### config.mk
export PLATFORM = sky130hd
export DESIGN_NAME = alu_grp_top
export DESIGN_NICKNAME = d
export VERILOG_FILES = /design/src/rtl/alu_grp_pkg.sv /design/src/rtl/alu_grp_logic.sv /design/src/rtl/alu_grp_arith.sv /design/src/rtl/alu_grp_shift.sv /design/src/rtl/alu_grp_move.sv /design/src/rtl/alu_grp_top.sv
export SDC_FILE = /design/constraint.sdc
export NUM_CORES = 1
export LEC_CHECK = 0
export ABC_AREA = 0
export BUFFER_PORTS_ARGS = -buffer_cell sky130_fd_sc_hd__buf_2
export CAP_MARGIN = 20
export CORE_ASPECT_RATIO = 1.5
export CORE_UTILIZATION = 38
export DETAILED_ROUTE_END_ITERATION = 8
export PLACE_DENSITY_LB_ADDON = 0.05
export SYNTH_ARGS = -nofsm -noshare
export SYNTH_HDL_FRONTEND = slang
export SYNTH_SLANG_ARGS = --single-unit
### constraint.sdc
create_clock -name clk -period 11.7 [get_ports clk]
set_input_delay 2.34 -clock clk [delete_from_list [all_inputs] [get_ports clk]]
set_output_delay 2.34 -clock clk [all_outputs]
set_load 0.02 [all_outputs]
### src/rtl/alu_grp_pkg.sv
// Shared types for the grouped ALU: group selector encoding and code widths.
package alu_grp_pkg;
    localparam int FUNC_W = 5;
    localparam int OP_W   = 3;

    typedef enum logic [1:0] {
        GRP_LOGIC = 2'd0,
        GRP_ARITH = 2'd1,
        GRP_SHIFT = 2'd2,
        GRP_MOVE  = 2'd3
    } grp_e;
endpackage

### src/rtl/alu_grp_logic.sv
// Bitwise logic group: eight two-input functions selected by sel.
// Assumes sel is a known 3-bit code; purely combinational.
module alu_grp_logic #(
    parameter int W = 16
) (
    input  logic [W-1:0] a,
    input  logic [W-1:0] b,
    input  logic [2:0]   sel,
    output logic [W-1:0] y
);
    // Pick the logic function for the selected code.
    always_comb begin
        case (sel)
            3'd0:    y = a & b;
            3'd1:    y = a | b;
            3'd2:    y = a ^ b;
            3'd3:    y = a & ~b;
            3'd4:    y = a | ~b;
            3'd5:    y = ~(a ^ b);
            3'd6:    y = ~(a & b);
            default: y = ~(a | b);
        endcase
    end
endmodule

### src/rtl/alu_grp_arith.sv
// Arithmetic group: add and subtract with an extra constant of 0, 1 or 2,
// plus signed min/max. sel[0] picks subtract, sel[2:1] gives the constant;
// sel[2:1]==3 picks the compare operations. Combinational.
module alu_grp_arith #(
    parameter int W = 16
) (
    input  logic [W-1:0] a,
    input  logic [W-1:0] b,
    input  logic [2:0]   sel,
    output logic [W-1:0] y,
    output logic         carry
);
    localparam int EW = W + 2;

    logic [1:0]    k;
    logic [EW-1:0] sum_ext;
    logic [EW-1:0] sub_rhs;
    logic [W-1:0]  diff;
    logic          a_lt_b;

    // Form the wide sum, the wide subtrahend and the signed comparison.
    always_comb begin
        k       = sel[2:1];
        sum_ext = {2'b00, a} + {2'b00, b} + EW'(k);
        sub_rhs = {2'b00, b} + EW'(k);
        diff    = a - b - W'(k);
        a_lt_b  = $signed(a) < $signed(b);
    end

    // Select the result and the carry or borrow for the operation.
    always_comb begin
        y     = '0;
        carry = 1'b0;
        if (k == 2'd3) begin
            y = (sel[0] ^ a_lt_b) ? a : b;
        end else if (sel[0]) begin
            y     = diff;
            carry = sub_rhs > {2'b00, a};
        end else begin
            y     = sum_ext[W-1:0];
            carry = |sum_ext[EW-1:W];
        end
    end
endmodule

### src/rtl/alu_grp_shift.sv
// Shift group: logical and arithmetic shifts, rotates, and the 8x8 multiply
// helpers. Takes only the low half of b: the shift amount and multiplier byte.
// Combinational.
module alu_grp_shift #(
    parameter int W = 16
) (
    input  logic [W-1:0]   a,
    input  logic [W/2-1:0] b_lo,
    input  logic [2:0]     sel,
    output logic [W-1:0]   y
);
    localparam int H   = W / 2;
    localparam int SHW = $clog2(W);

    logic [SHW-1:0] amt;
    logic [SHW-1:0] inv;
    logic [W-1:0]   prod;

    // Work out the shift amount, its complement modulo W, and the byte product.
    always_comb begin
        amt  = b_lo[SHW-1:0];
        inv  = SHW'(0) - amt;
        prod = W'(a[H-1:0]) * W'(b_lo);
    end

    // Select the shift, rotate or multiply helper output.
    always_comb begin
        case (sel)
            3'd0:    y = a >> amt;
            3'd1:    y = a << amt;
            3'd2:    y = (a >> amt) | (a << inv);
            3'd3:    y = (a << amt) | (a >> inv);
            3'd4:    y = W'($signed(a) >>> amt);
            3'd5:    y = {{H{1'b0}}, prod[H-1:0]};
            3'd6:    y = {{H{1'b0}}, prod[W-1:H]};
            default: y = {{H{1'b0}}, b_lo};
        endcase
    end
endmodule

### src/rtl/alu_grp_move.sv
// Move group: copy b, merge b's low byte under a's high byte, and extend
// b's low byte with sign or zero. Codes 4 to 7 act as a plain move. Combinational.
module alu_grp_move #(
    parameter int W = 16
) (
    input  logic [W/2-1:0] a_hi,
    input  logic [W-1:0]   b,
    input  logic [2:0]     sel,
    output logic [W-1:0]   y
);
    localparam int H = W / 2;

    // Select the move or byte operation.
    always_comb begin
        case (sel)
            3'd1:    y = {a_hi, b[H-1:0]};
            3'd2:    y = {{H{b[H-1]}}, b[H-1:0]};
            3'd3:    y = {{H{1'b0}}, b[H-1:0]};
            default: y = b;
        endcase
    end
endmodule

### src/rtl/alu_grp_top.sv
// Grouped ALU top: decodes the group field, muxes the four group units and
// registers result, carry and zero. Synchronous active-low reset.
// Assumes the inputs are stable around each rising edge.
module alu_grp_top
    import alu_grp_pkg::*;
#(
    parameter int W = 16
) (
    input  logic              clk,
    input  logic              rst_n,
    input  logic [FUNC_W-1:0] func_i,
    input  logic [W-1:0]      a_i,
    input  logic [W-1:0]      b_i,
    output logic [W-1:0]      result_o,
    output logic              carry_o,
    output logic              zero_o
);
    localparam int H = W / 2;

    grp_e         grp;
    logic [OP_W-1:0] op;
    logic [W-1:0] y_logic, y_arith, y_shift, y_move;
    logic         c_arith;
    logic [W-1:0] y_next;
    logic         c_next;

    // Split the function code into group and operation fields.
    always_comb begin
        grp = grp_e'(func_i[FUNC_W-1:OP_W]);
        op  = func_i[OP_W-1:0];
    end

    alu_grp_logic #(.W(W)) logic_u (.a(a_i), .b(b_i), .sel(op), .y(y_logic));
    alu_grp_arith #(.W(W)) arith_u (.a(a_i), .b(b_i), .sel(op), .y(y_arith), .carry(c_arith));
    alu_grp_shift #(.W(W)) shift_u (.a(a_i), .b_lo(b_i[H-1:0]), .sel(op), .y(y_shift));
    alu_grp_move  #(.W(W)) move_u  (.a_hi(a_i[W-1:H]), .b(b_i), .sel(op), .y(y_move));

    // Route the selected group's result, and its carry only for arithmetic.
    always_comb begin
        c_next = 1'b0;
        case (grp)
            GRP_LOGIC: y_next = y_logic;
            GRP_ARITH: begin
                y_next = y_arith;
                c_next = c_arith;
            end
            GRP_SHIFT: y_next = y_shift;
            default:   y_next = y_move;
        endcase
    end

    // Register the result and the flags.
    always_ff @(posedge clk) begin
        if (!rst_n) begin
            result_o <= '0;
            carry_o  <= 1'b0;
            zero_o   <= 1'b1;
        end else begin
            result_o <= y_next;
            carry_o  <= c_next;
            zero_o   <= (y_next == '0);
        end
    end
endmodule

== Word-level counts from Yosys, hierarchy flattened ==
Cells that the tools add are included.

* Flip-flop bits (word level): 18
* Input bits: 39
* Word-level logic and storage cells: 53
* Output and inout port bits: 18

* Reductions and logical operators: 5
* Multiplexer cells: 8
* $add $sub $neg: 6
* Shifts and indexed selects: 5
* Equality and inequality tests: 9
* Multiply operators: 1
* Bitwise operators: 14
* Order comparisons: 2

{| class="wikitable"
|+ Operator list
! cell !! number
|-
| 16-bit case mux with 7 select lines || 2
|-
| 16-bit case mux with 3 select lines || 2
|-
| 16-bit inverter || 4
|-
| 16-bit bitwise OR || 4
|-
| 16-bit 2-to-1 mux || 3
|-
| 16-bit AND || 2
|-
| 16-bit by 4-bit << shifter with 16-bit output || 2
|-
| 16-bit by 4-bit >> shifter with 16-bit output || 2
|-
| 18-bit by 2-bit adder with 18-bit output || 1
|-
| 18-bit by 16-bit greater-than comparator with 1-bit output || 1
|-
| 16-bit by 16-bit adder with 17-bit output || 1
|-
| 16-bit by 2-bit adder with 17-bit output || 1
|-
| 16-bit logical NOT || 1
|-
| 16-bit less-than comparator || 1
|-
| 8-bit by 8-bit multiplier with 16-bit output || 1
|-
| 16-bit by 4-bit >>> shifter with 16-bit output || 1
|-
| 16-bit subtractor || 1
|-
| 16-bit by 2-bit subtractor with 16-bit output || 1
|-
| 16-bit XOR || 1
|-
| 3-bit equality test (second input constant) || 3
|-
| 3-bit by 2-bit equality test with 1-bit output (second input constant) || 2
|-
| 2-bit equality test (second input constant) || 2
|-
| 1-bit by 4-bit subtractor with 4-bit output (first input constant) || 1
|-
| 3-bit by 1-bit equality test with 1-bit output (second input constant) || 1
|-
| other kinds (8) || 9
|}

== Depth between registers and ports, before layout ==
Gate-level depths: netlist of the first run.

* Word-level depth: 6
* Mapped depth: 25
* Gate-level depth less buffers: 22

== Cells and area by module ==
From an unflattened synthesis of the first run, not the netlist that was laid out.

* Cells, all modules: 1615
* Area total of the unflattened synthesis: 12919.9 µm²

{| class="wikitable"
|+ By module, submodules not included
! module !! sequential area each (µm²) !! cells an instance !! instances !! area an instance (µm²)
|-
| alu_grp_shift || 0.0 || 784 || 1 || 5967.0
|-
| alu_grp_arith || 0.0 || 460 || 1 || 3502.1
|-
| alu_grp_logic || 0.0 || 274 || 1 || 2142.1
|-
| alu_grp_top || 360.3 || 61 || 1 || 980.9
|-
| alu_grp_move || 0.0 || 36 || 1 || 327.8
|}

== Worst setup path before layout of the first run ==
Ideal clock, no wire load.

* Path kind: input-to-reg
* Start point: input b_i[3]
* End point: register zero_o
* Library setup time: 79 ps
* Data arrival time: 8683 ps
* Required time: 11621 ps
* Setup slack: 2937 ps
* Stages: 25
* Cell sequence: clkbuf_1 > clkbuf_1 > clkbuf_1 > clkbuf_1 > buf_1 > nand2_1 > fa_1 > fa_1 > inv_1 > fa_1 > inv_1 > fa_1 > inv_1 > ha_1 > a21oi_1 > o221ai_1 > a21oi_1 > nor3_1 > a2111oi_0 > xnor2_1 > a222oi_1 > a221o_1 > nand4_1 > or4_1 > a211oi_2

* Longest elaborated chain between the ends: 6

{| class="wikitable"
|+ Ends and longest elaborated chain
! what !! line !! source
|-
| start, declared || alu_grp_top.sv:13 || <nowiki>input logic [W-1:0] b_i,</nowiki>
|-
| 16-bit by 16-bit adder with 17-bit output (tied with other cells) || alu_grp_arith.sv:24 || <nowiki>sum_ext = {2'b00, a} + {2'b00, b} + EW'(k);</nowiki>
|-
| 18-bit by 2-bit adder with 18-bit output (tied with other cells) || alu_grp_arith.sv:24 ||
|-
| 16-bit 2-to-1 mux (tied with other cells) || alu_grp_arith.sv:36 || <nowiki>end else if (sel[0]) begin</nowiki>
|-
| 16-bit 2-to-1 mux or 16-bit case mux with 7 select lines (tied branches) || alu_grp_arith.sv:34, alu_grp_shift.sv:28 ||
|-
| 16-bit case mux with 3 select lines (*) || alu_grp_top.sv:41 || <nowiki>case (grp)</nowiki>
|-
| 16-bit logical NOT (*) || alu_grp_top.sv:61 || <nowiki>zero_o <= (y_next == '0);</nowiki>
|-
| end signal, assigned || alu_grp_top.sv:61 ||
|-
| end, declared || alu_grp_top.sv:16 || <nowiki>output logic zero_o</nowiki>
|}

Mark *: on every way between the ends. The rest lies on a longest branch, timed or not.
A chain may end at the register's enable or synchronous reset.

== Worst setup path in the final report of the first run ==
Ends and elaborated chain as after synthesis.

==> out/qor.txt, run 1 <==
CP Depth - 23
commonest non-fill, non-tap cell in the layout - nand2_1
Ports - 57
CTS tree - done
first-pass GRT wire length - 78900 µm
P_leak - 0.00512 µW
mean post-synth cell area - 7.06 µm²
H-tree depth - 1
post-route setup TNS - 0 ps
vias - 12420
Post-CTS Hold Buffers - 0
initial antenna violation count - 1
Root Buffer - clkbuf_16
Crit path arrival time - 8720 ps
Worst Path Required - 11870 ps
Post-Syn Nets - 1784
Hold WC Path Type - in2reg
ratio of cells with drive above 1 in the final layout - 9.01%
area delta synth->final - 5.90%
Worst path slowest cell - or4_1
Area contributors post-synth - ha_1 16%, fa_1 7.4%, mux2i_1 6.9%
vias in the first global route - 12050
fin nets - 1762
largest net degree at the start of global routing - 55
Synth Flop Type - dfxtp_1
synth unique cells - 79
Max Fclk - 117 MHz
CP max FO - 54
initial core utilization - 38.6%
Setup CP Type - in2reg
Critical Path Source Type - primary input
crit path cell chain - buf_2 -> buf_4 -> ha_1 -> inv_1 -> fa_1 -> fa_1 -> inv_1 -> fa_1 -> inv_1 -> fa_1 -> inv_1 -> ha_1 -> a21oi_1 -> o221ai_1 -> a21oi_1 -> nor3_1 -> a2111oi_0 -> xnor2_1 -> a222oi_1 -> a221o_1 -> nand4_1 -> or4_1 -> a211oi_2
slew margin rel. - 26.1%
Fill cells - 3060
Horiz. Die Dim - 141 µm
DR pass1 iterations - 6
Synth Instances - 1565
CTS clk-pin slew, worst paths - 50 ps
Placed Area - 11600 µm²
delay-heaviest family, CP - adder cells
Post-Route WL - 53300 µm
Critical path origin - b_i[3]
HPWL after DPL - 41200 µm
post-synth top area share - 15.7%
RSZ-0062 raised after global routing - false
Row Count - 76
EDFF count, synth - 0
peak supply drop - 0.113 mV
Post-Syn Area - 11000 µm²
worst setup path endpoint - zero_o
IO Port Bufs - 56
Num CTS Buffers - 3
outcome - complete, no violations
CP Capture Type - register
Final setup viols - 0
fin. max-slew vios - 0
die height - 211 µm
Overall Global Routing Usage - 35.8%
Final Hold Vio Count - 0
Clk pwr share - 7.2%
Cell Int Power - 429 µW
Gates resized, CTS repair - 0
drt wl/cell - 27.6 µm
register area share after synthesis - 3.26%
Initial DRC Count - 1107
# DRC - 0
vias per cell - 6.43
die area - 29800 µm²
Tmin final - 8550 ps
core area - 28600 µm²
gr ovfl total - 0
Setup Buffers After CTS - 0
Yosys warning count - 0
remaining antenna violation count - 0
Async SR Flop Fraction - 0%
most frequent cells in the layout - 167 x nand2_1, 146 x nor2_1, 139 x ha_1
clk buf depth - 2
PD cells - 87.9 nW/µm²
#FFs+latches synth - 18
total clock sinks - 18
switch share - 58.3%
GP Congestion - 1.03
final instance area - 11700 µm²
period utilisation layout - 73.0%
combinational fraction of design power - 86.0%
Worst-Margin Slew - 1100 ps
switching power - 600 µW
post-synth top area cell - ha_1
slowest cell delay on critical path - 540 ps
Reg power frac - 6.8%
max_cap viols - 0
WP buf/inv - 6
power by group through the flow:
stage / Sequential [µW] / Combinational, µW / Clock (µW)
2_1_floorplan: 80.5 / 582 / 0
3_3_place_gp: 71.2 / 865 / 0
3_5_place_dp: 71.2 / 865 / 0
4_1_cts: 69.9 / 869 / 74.4
5_1_grt: 70.5 / 962 / 76.7
6_report: 69.8 / 885 / 74.2
logic make-up (layout without fill, tap and decap cells):
logic type,after synthesis,after routing,synth area share [%]
other,0,1,0
xor gates and xnor gates,65,65,5.32
AOI/OAI and AO/OA,436,436,26.0
and+or+nand+nor,517,517,21.8
muxes,116,116,12.5
adders and majority gates,180,180,23.2
buffers and inverters,233,210,7.93
DFF,18,18,3.26
cell type report:
class / count / area (µm²) / area share [%]
inverter: 128 / 480 / 4.11
tap: 390 / 488 / 4.17
clock buffer: 4 / 88.8 / 0.759
timing repair buffer: 78 / 445 / 3.81
sequential: 18 / 360 / 3.08
antenna: 1 / 2.50 / 0.0214
multi-input combinational: 1314 / 9830 / 84.1
worst min path at each step:
stage,start,end,slack (ps),cells after the start
2_1_floorplan,b_i[15],carry_o,2620,2
3_3_place_gp,rst_n,zero_o,2690,2
3_5_place_dp,rst_n,zero_o,2700,2
4_1_cts,rst_n,zero_o,2450,2
5_1_grt,rst_n,zero_o,2470,2
6_report,rst_n,zero_o,2460,2
flip-flops by register name (all words and copies together), names as in the netlist:
name and cells:
result_o 16, carry_o 1, zero_o 1
layer usage:
layer	vias up	global-route usage, %	part of all wire, %
met1	5963	43.0	39
met4	0	23.4	7.6
met5	-	0	0
met3	177	3.38	6.2
met2	665	60.7	48
li1	5615	-	-
synthesized netlist by cell type (19+ instances only):
master and count:
clkbuf_1 83, mux2i_1 76, a21oi_1 105, nor3_1 49, xor2_1 21, mux2_2 24
o221ai_1 19, nor2_1 147, a211oi_1 22, o211ai_1 24, inv_1 120, buf_1 21
nand3_1 29, ha_1 139, o22ai_1 20, nand2_1 167, a21o_1 21, o21ai_0 100
fa_1 41, xnor2_1 43
through the flow:
| stage | cells | hold slack [ps] | worst slack [ps] | total power [µW] | util (%) |
|---|---|---|---|---|---|
| after floorplan | 1565 | 2620 | 2940 | 662 | - |
| after global placement | 1928 | 2690 | 3030 | 936 | 40.6 |
| after detailed placement | 1928 | 2700 | 2930 | 936 | 40.6 |
| after CTS | 1932 | 2450 | 3170 | 1010 | 40.9 |
| after global routing | 1932 | 2470 | 2700 | 1110 | 40.9 |
| final | 1933 | 2460 | 3150 | 1030 | 40.9 |
No activity file was read; power rests on OpenSTA's default activity.
==> run 2: changes to the inputs <==
- clock period: 11.7 -> 8.2 ns (I/O delays scaled with it)
==> run 2 against run 1 <==
Compared with the run above: count of clock-buffer cells in the layout is the same; non-clock buffer count grew 19; core utilization grew 0.48 points; combinational power grew 45%; cell count grew 0.93%; die area is the same; critical path depth shrank 2; final area grew 1.2%; clock power grew 40%; first-iteration DRC count grew 17%; flip-flop and latch count is the same; critical path type unchanged.
==> out/qor.txt, run 2 (synthesized netlist as in run 1, its figures left out) <==
outcome - complete, no violations
remaining antenna violation count - 0 (unchanged)
peak supply drop - 0.172 mV (+53%)
RSZ-0062 raised after global routing - false
CTS tree - done
Worst-Margin Slew - 997 ps (-103 ps)
vias - 12587 (+1.3%)
Setup Buffers After CTS - 0 (unchanged)
Critical Path Source Type - primary input
Placed Area - 11700 µm² (+1.2%)
die height - 211 µm (unchanged)
Ports - 57 (unchanged)
Final setup viols - 0 (unchanged)
GP Congestion - 1.03 (+0.47%)
P_leak - 0.00521 µW (+1.8%)
Post-Route WL - 54300 µm (+1.8%)
Max Fclk - 132 MHz
total power - 1480 µW (+44%)
initial antenna violation count - 2 (+1)
# DRC - 0 (unchanged)
slowest cell delay on critical path - 560 ps (+20 ps)
IO Port Bufs - 56 (unchanged)
post-route setup TNS - 0 ps (unchanged)
combinational fraction of design power - 86.2% (+0.2 points)
HPWL after DPL - 42400 µm (+3.0%)
WP buf/inv - 4 (-2)
Root Buffer - clkbuf_16
Row Count - 76 (unchanged)
core area - 28600 µm² (unchanged)
switching power - 861 µW (+44%)
largest register by flop count - result_o
largest net degree at the start of global routing - 67 (+22%)
Final Hold Vio Count - 0 (unchanged)
vias per cell - 6.45 (+0.41%)
Inserted Diodes - 0 (-1)
total clock sinks - 18 (unchanged)
initial core utilization - 38.6% (unchanged)
Setup CP Type - in2reg
CTS clk-pin slew, worst paths - 50 ps (about the same)
vias in the first global route - 12236 (+1.5%)
final instance area - 11800 µm² (+1.2%)
DR pass1 iterations - 5 (-1)
Initial DRC Count - 1291 (+17%)
delay-heaviest family, CP - adder cells
fin nets - 1781 (+1.1%)
area delta synth->final - 7.15%
Crit path arrival time - 7750 ps (-970 ps)
die area - 29800 µm² (unchanged)
max reg flops - 16 (unchanged)
Post-CTS Hold Buffers - 0 (unchanged)
CP max FO - 10 (-81%)
Most common cell on crit path - fa_1
Horiz. Die Dim - 141 µm (unchanged)
final core occ - 41.4% (+0.48 points)
biggest registers after layout - result_o (16), carry_o (1), zero_o (1)
crit path cell chain - buf_2 -> clkinv_1 -> nor2_1 -> fa_1 -> fa_1 -> fa_1 -> inv_1 -> fa_1 -> inv_1 -> ha_1 -> nand3_1 -> o221ai_1 -> a21oi_1 -> nor3_1 -> a2111oi_0 -> xnor2_1 -> a222oi_1 -> a221o_1 -> nand4_1 -> or4_1 -> a211oi_2
max_cap viols - 0 (unchanged)
PD cells - 125 nW/µm² (+42%)
period utilisation layout - 92.4%
Clk pwr share - 7.1% (about the same)
most frequent cells in the layout - 167 x nand2_1, 147 x nor2_1, 139 x ha_1
Num CTS Buffers - 3 (unchanged)
switch share - 58.2% (-0.14 points)
Worst Path Required - 8370 ps (-3500 ps)
Cell Int Power - 619 µW (+44%)
commonest non-fill, non-tap cell in the layout - nand2_1
Hold WC Path Type - in2reg
Overall Global Routing Usage - 36.3% (+0.43 points)
CP Capture Type - register
Tmin final - 7580 ps
gr ovfl total - 0 (unchanged)
first-pass GRT wire length - 79800 µm (+1.2%)
slew margin rel. - 33.2% (+7.1 points)
ratio of cells with drive above 1 in the final layout - 10.1% (+1.0 points)
drt wl/cell - 27.8 µm (+0.82%)
Reg power frac - 6.7% (about the same)
Worst path slowest cell - fa_1
Gates resized, CTS repair - 0 (unchanged)
clk buf depth - 2 (unchanged)
WHS - 1730 ps (-722 ps)
H-tree depth - 1 (unchanged)
fin. max-slew vios - 0 (unchanged)
-- run 2: cell count changes in the layout (fill, tap and decap cells not counted), sizes merged --
cell and change:
buf +19, diode -1
-- run 2: layout make-up --
| cell class | instances | area (µm²) |
|---|---|---|
| multi-input cells | 1314 | 9830 |
| repair buffers | 97 | 588 |
| flip-flops and latches | 18 | 360 |
| fillers | 3103 | 16800 |
| clock buffers | 4 | 88.8 |
| well taps | 390 | 488 |
| inverters | 128 | 480 |
-- run 2: final timing paths --
check               from  endpoint  slack [ps]  cells past startpoint
setup / recovery  b_i[5]    zero_o         620                     21
hold / removal     rst_n    zero_o        1730                      2
-- run 2: through the flow --
step / setup WS [ps] / cells
floorplan: 137 / 1565
global placement: 500 / 1947
detailed placement: 412 / 1947
CTS: 639 / 1951
global route: 310 / 1951
finish: 619 / 1951
-- run 2: metal layers --
metal / share of wire (%) / global-route usage (%) / vias to the layer above
met5: 0.042 / 0 / -
met4: 8.5 / 26.1 / 4
met3: 7.2 / 3.65 / 221
met2: 47 / 60.3 / 721
met1: 38 / 43.5 / 5984
li1: - / - / 5657
-- run 2: power by group through the flow --
stage | clock network (µW) | logic, µW | registers [µW]
2_1_floorplan | 0 | 830 | 115
3_3_place_gp | 0 | 1250 | 101
3_5_place_dp | 0 | 1250 | 102
4_1_cts | 106 | 1260 | 99.8
5_1_grt | 110 | 1380 | 101
6_report | 104 | 1280 | 99.7
==> run 3: changes to the inputs <==
- BUFFER_PORTS_ARGS: -buffer_cell sky130_fd_sc_hd__buf_2 -> -buffer_cell sky130_fd_sc_hd__buf_4
- CTS_BUF_LIST: not set -> sky130_fd_sc_hd__clkbuf_16
==> run 3 against run 2 <==
Compared with the run above: combinational power barely moved; wire length down 0.93%; count of clock-buffer cells in the layout down 1; sequential share of layout area barely moved; hold slack worse by 57 ps; final area grew 0.35%; global-route usage fell by 0.25 points; flip-flop and latch count unchanged; via count down 0.40%; cell count decreased by 0.62%.
==> out/qor.txt, run 3 (synthesized netlist as in run 1, its figures left out) <==
Row Count - 76 (unchanged)
most frequent cells in the layout - 167 x nand2_1, 146 x nor2_1, 139 x ha_1
fin. max-slew vios - 0 (unchanged)
Final Hold Vio Count - 0 (unchanged)
Initial DRC Count - 1255 (-2.8%)
CTS clk-pin slew, worst paths - 50 ps (about the same)
largest net degree at the start of global routing - 54 (-19%)
post-route setup TNS - 0 ps (unchanged)
P_leak - 0.00518 µW (-0.52%)
# DRC - 0 (unchanged)
H-tree depth - 1 (unchanged)
Most common cell on crit path - fa_1
switching power - 869 µW (+0.91%)
combinational fraction of design power - 86.9% (+0.7 points)
die height - 211 µm (unchanged)
area delta synth->final - 7.52%
Fill cells - 3082 (-0.68%)
Setup CP Type - in2reg
Reg power frac - 6.7% (about the same)
Overall Global Routing Usage - 36.0% (-0.25 points)
IO Port Bufs - 56 (unchanged)
RSZ-0062 raised after global routing - false
Post-CTS Hold Buffers - 0 (unchanged)
Worst-Margin Slew - 982 ps (-14.5 ps)
DR pass1 iterations - 6 (+1)
max reg flops - 16 (unchanged)
crit path cell chain - buf_4 -> inv_1 -> nor2_1 -> fa_1 -> fa_1 -> fa_1 -> inv_1 -> fa_1 -> inv_1 -> ha_1 -> nand3_1 -> o221ai_1 -> a21oi_1 -> nor3_1 -> a2111oi_0 -> xnor2_1 -> a222oi_1 -> a221o_1 -> nand4_1 -> or4_1 -> a211oi_2
Crit path arrival time - 7700 ps (-50 ps)
Worst path slowest cell - fa_1
Cell Int Power - 616 µW (-0.43%)
final instance area - 11900 µm² (+0.35%)
largest register by flop count - result_o
peak supply drop - 0.171 mV (-0.50%)
drt wl/cell - 27.7 µm (-0.31%)
slowest cell delay on critical path - 560 ps (about the same)
remaining antenna violation count - 0 (unchanged)
slew margin rel. - 33.7% (+0.47 points)
Placed Area - 11800 µm² (+0.45%)
Horiz. Die Dim - 141 µm (unchanged)
initial antenna violation count - 0 (-2)
fin nets - 1769 (-0.67%)
Hold WC Path Type - in2reg
Ports - 57 (unchanged)
Max Fclk - 133 MHz (+0.66%)
first-pass GRT wire length - 79200 µm (-0.71%)
CTS tree - done
period utilisation layout - 91.8% (-0.61 points)
Critical Path Source Type - primary input
final core occ - 41.5% (+0.14 points)
CP Capture Type - register
total clock sinks - 18 (unchanged)
ratio of cells with drive above 1 in the final layout - 9.37% (-0.69 points)
commonest non-fill, non-tap cell in the layout - nand2_1
max_cap viols - 0 (unchanged)
PD cells - 125 nW/µm² (about the same)
Num CTS Buffers - 3 (unchanged)
initial core utilization - 38.6% (unchanged)
Root Buffer - clkbuf_16
vias in the first global route - 12106 (-1.1%)
Final setup viols - 0 (unchanged)
Worst Path Required - 8370 ps (about the same)
outcome - complete, no violations
Tmin final - 7530 ps (-49.7 ps)
die area - 29800 µm² (unchanged)
clk buf depth - 2 (unchanged)
vias per cell - 6.47 (+0.22%)
Clk pwr share - 6.4% (-0.7 points)
GP Congestion - 0.963 (-6.5%)
biggest registers after layout - result_o (16), carry_o (1), zero_o (1)
Gates resized, CTS repair - 0 (unchanged)
vias - 12537 (-0.40%)
gr ovfl total - 0 (unchanged)
Post-Route WL - 53800 µm (-0.93%)
Setup Buffers After CTS - 0 (unchanged)
CP max FO - 19 (+9)
switch share - 58.5% (+0.32 points)
core area - 28600 µm² (unchanged)
HPWL after DPL - 41900 µm (-1.2%)
[run 3: cell count changes in the layout (fill, tap and decap cells not counted), sizes merged]
cell    change
buf        -12
clkbuf      -1
diode       +1
[run 3: routing by layer]
metal  track usage (%)  vias to the layer above  share of wire [%]
met5                 0                        -                  0
met4              20.3                        0                6.6
met3              3.54                      189                6.8
met2              62.3                      665                 48
met1              43.3                     6050                 39
li1                  -                     5633                  -
[run 3: final cells by class]
type	instances	area [µm²]	share of cell area (%)
multi-input combinational	1314	9830	82.8
tap	390	488	4.11
clock buffer	3	75.1	0.632
sequential	18	360	3.03
inverter	128	480	4.04
antenna	1	2.50	0.0211
timing repair buffer	85	638	5.37
[run 3: critical path, delay by kind of cell]
kind,cells,cell delay (ps)
AOI/OAI and AO/OA,6,1710
xor gates and xnor gates,1,230
adders and majority gates,5,2430
buffers and inverters,4,630
and+or+nand+nor,5,1020
[run 3: metrics by stage]
stage	power, µW	hold WS [ps]	setup WS (ps)	std cells
floorplan	945	1920	137	1565
global placement	1360	1930	593	1935
CTS	1460	1670	736	1938
finish	1490	1680	669	1939
detailed placement	1360	1930	486	1935
global route	1590	1700	368	1938
[run 3: path summary, 6_finish.rpt]
kind              startpoint      to  slack (ps)  cells past startpoint
setup / recovery      a_i[1]  zero_o         670                     21
hold / removal         rst_n  zero_o        1680                      2
[run 3: power groups by stage]
stage	clock, µW	combinational (µW)	sequential [µW]
after floorplan	0	830	115
after global placement	0	1260	102
after detailed placement	0	1260	102
after CTS	96.6	1260	100
after global routing	98.9	1390	101
final	94.3	1290	100
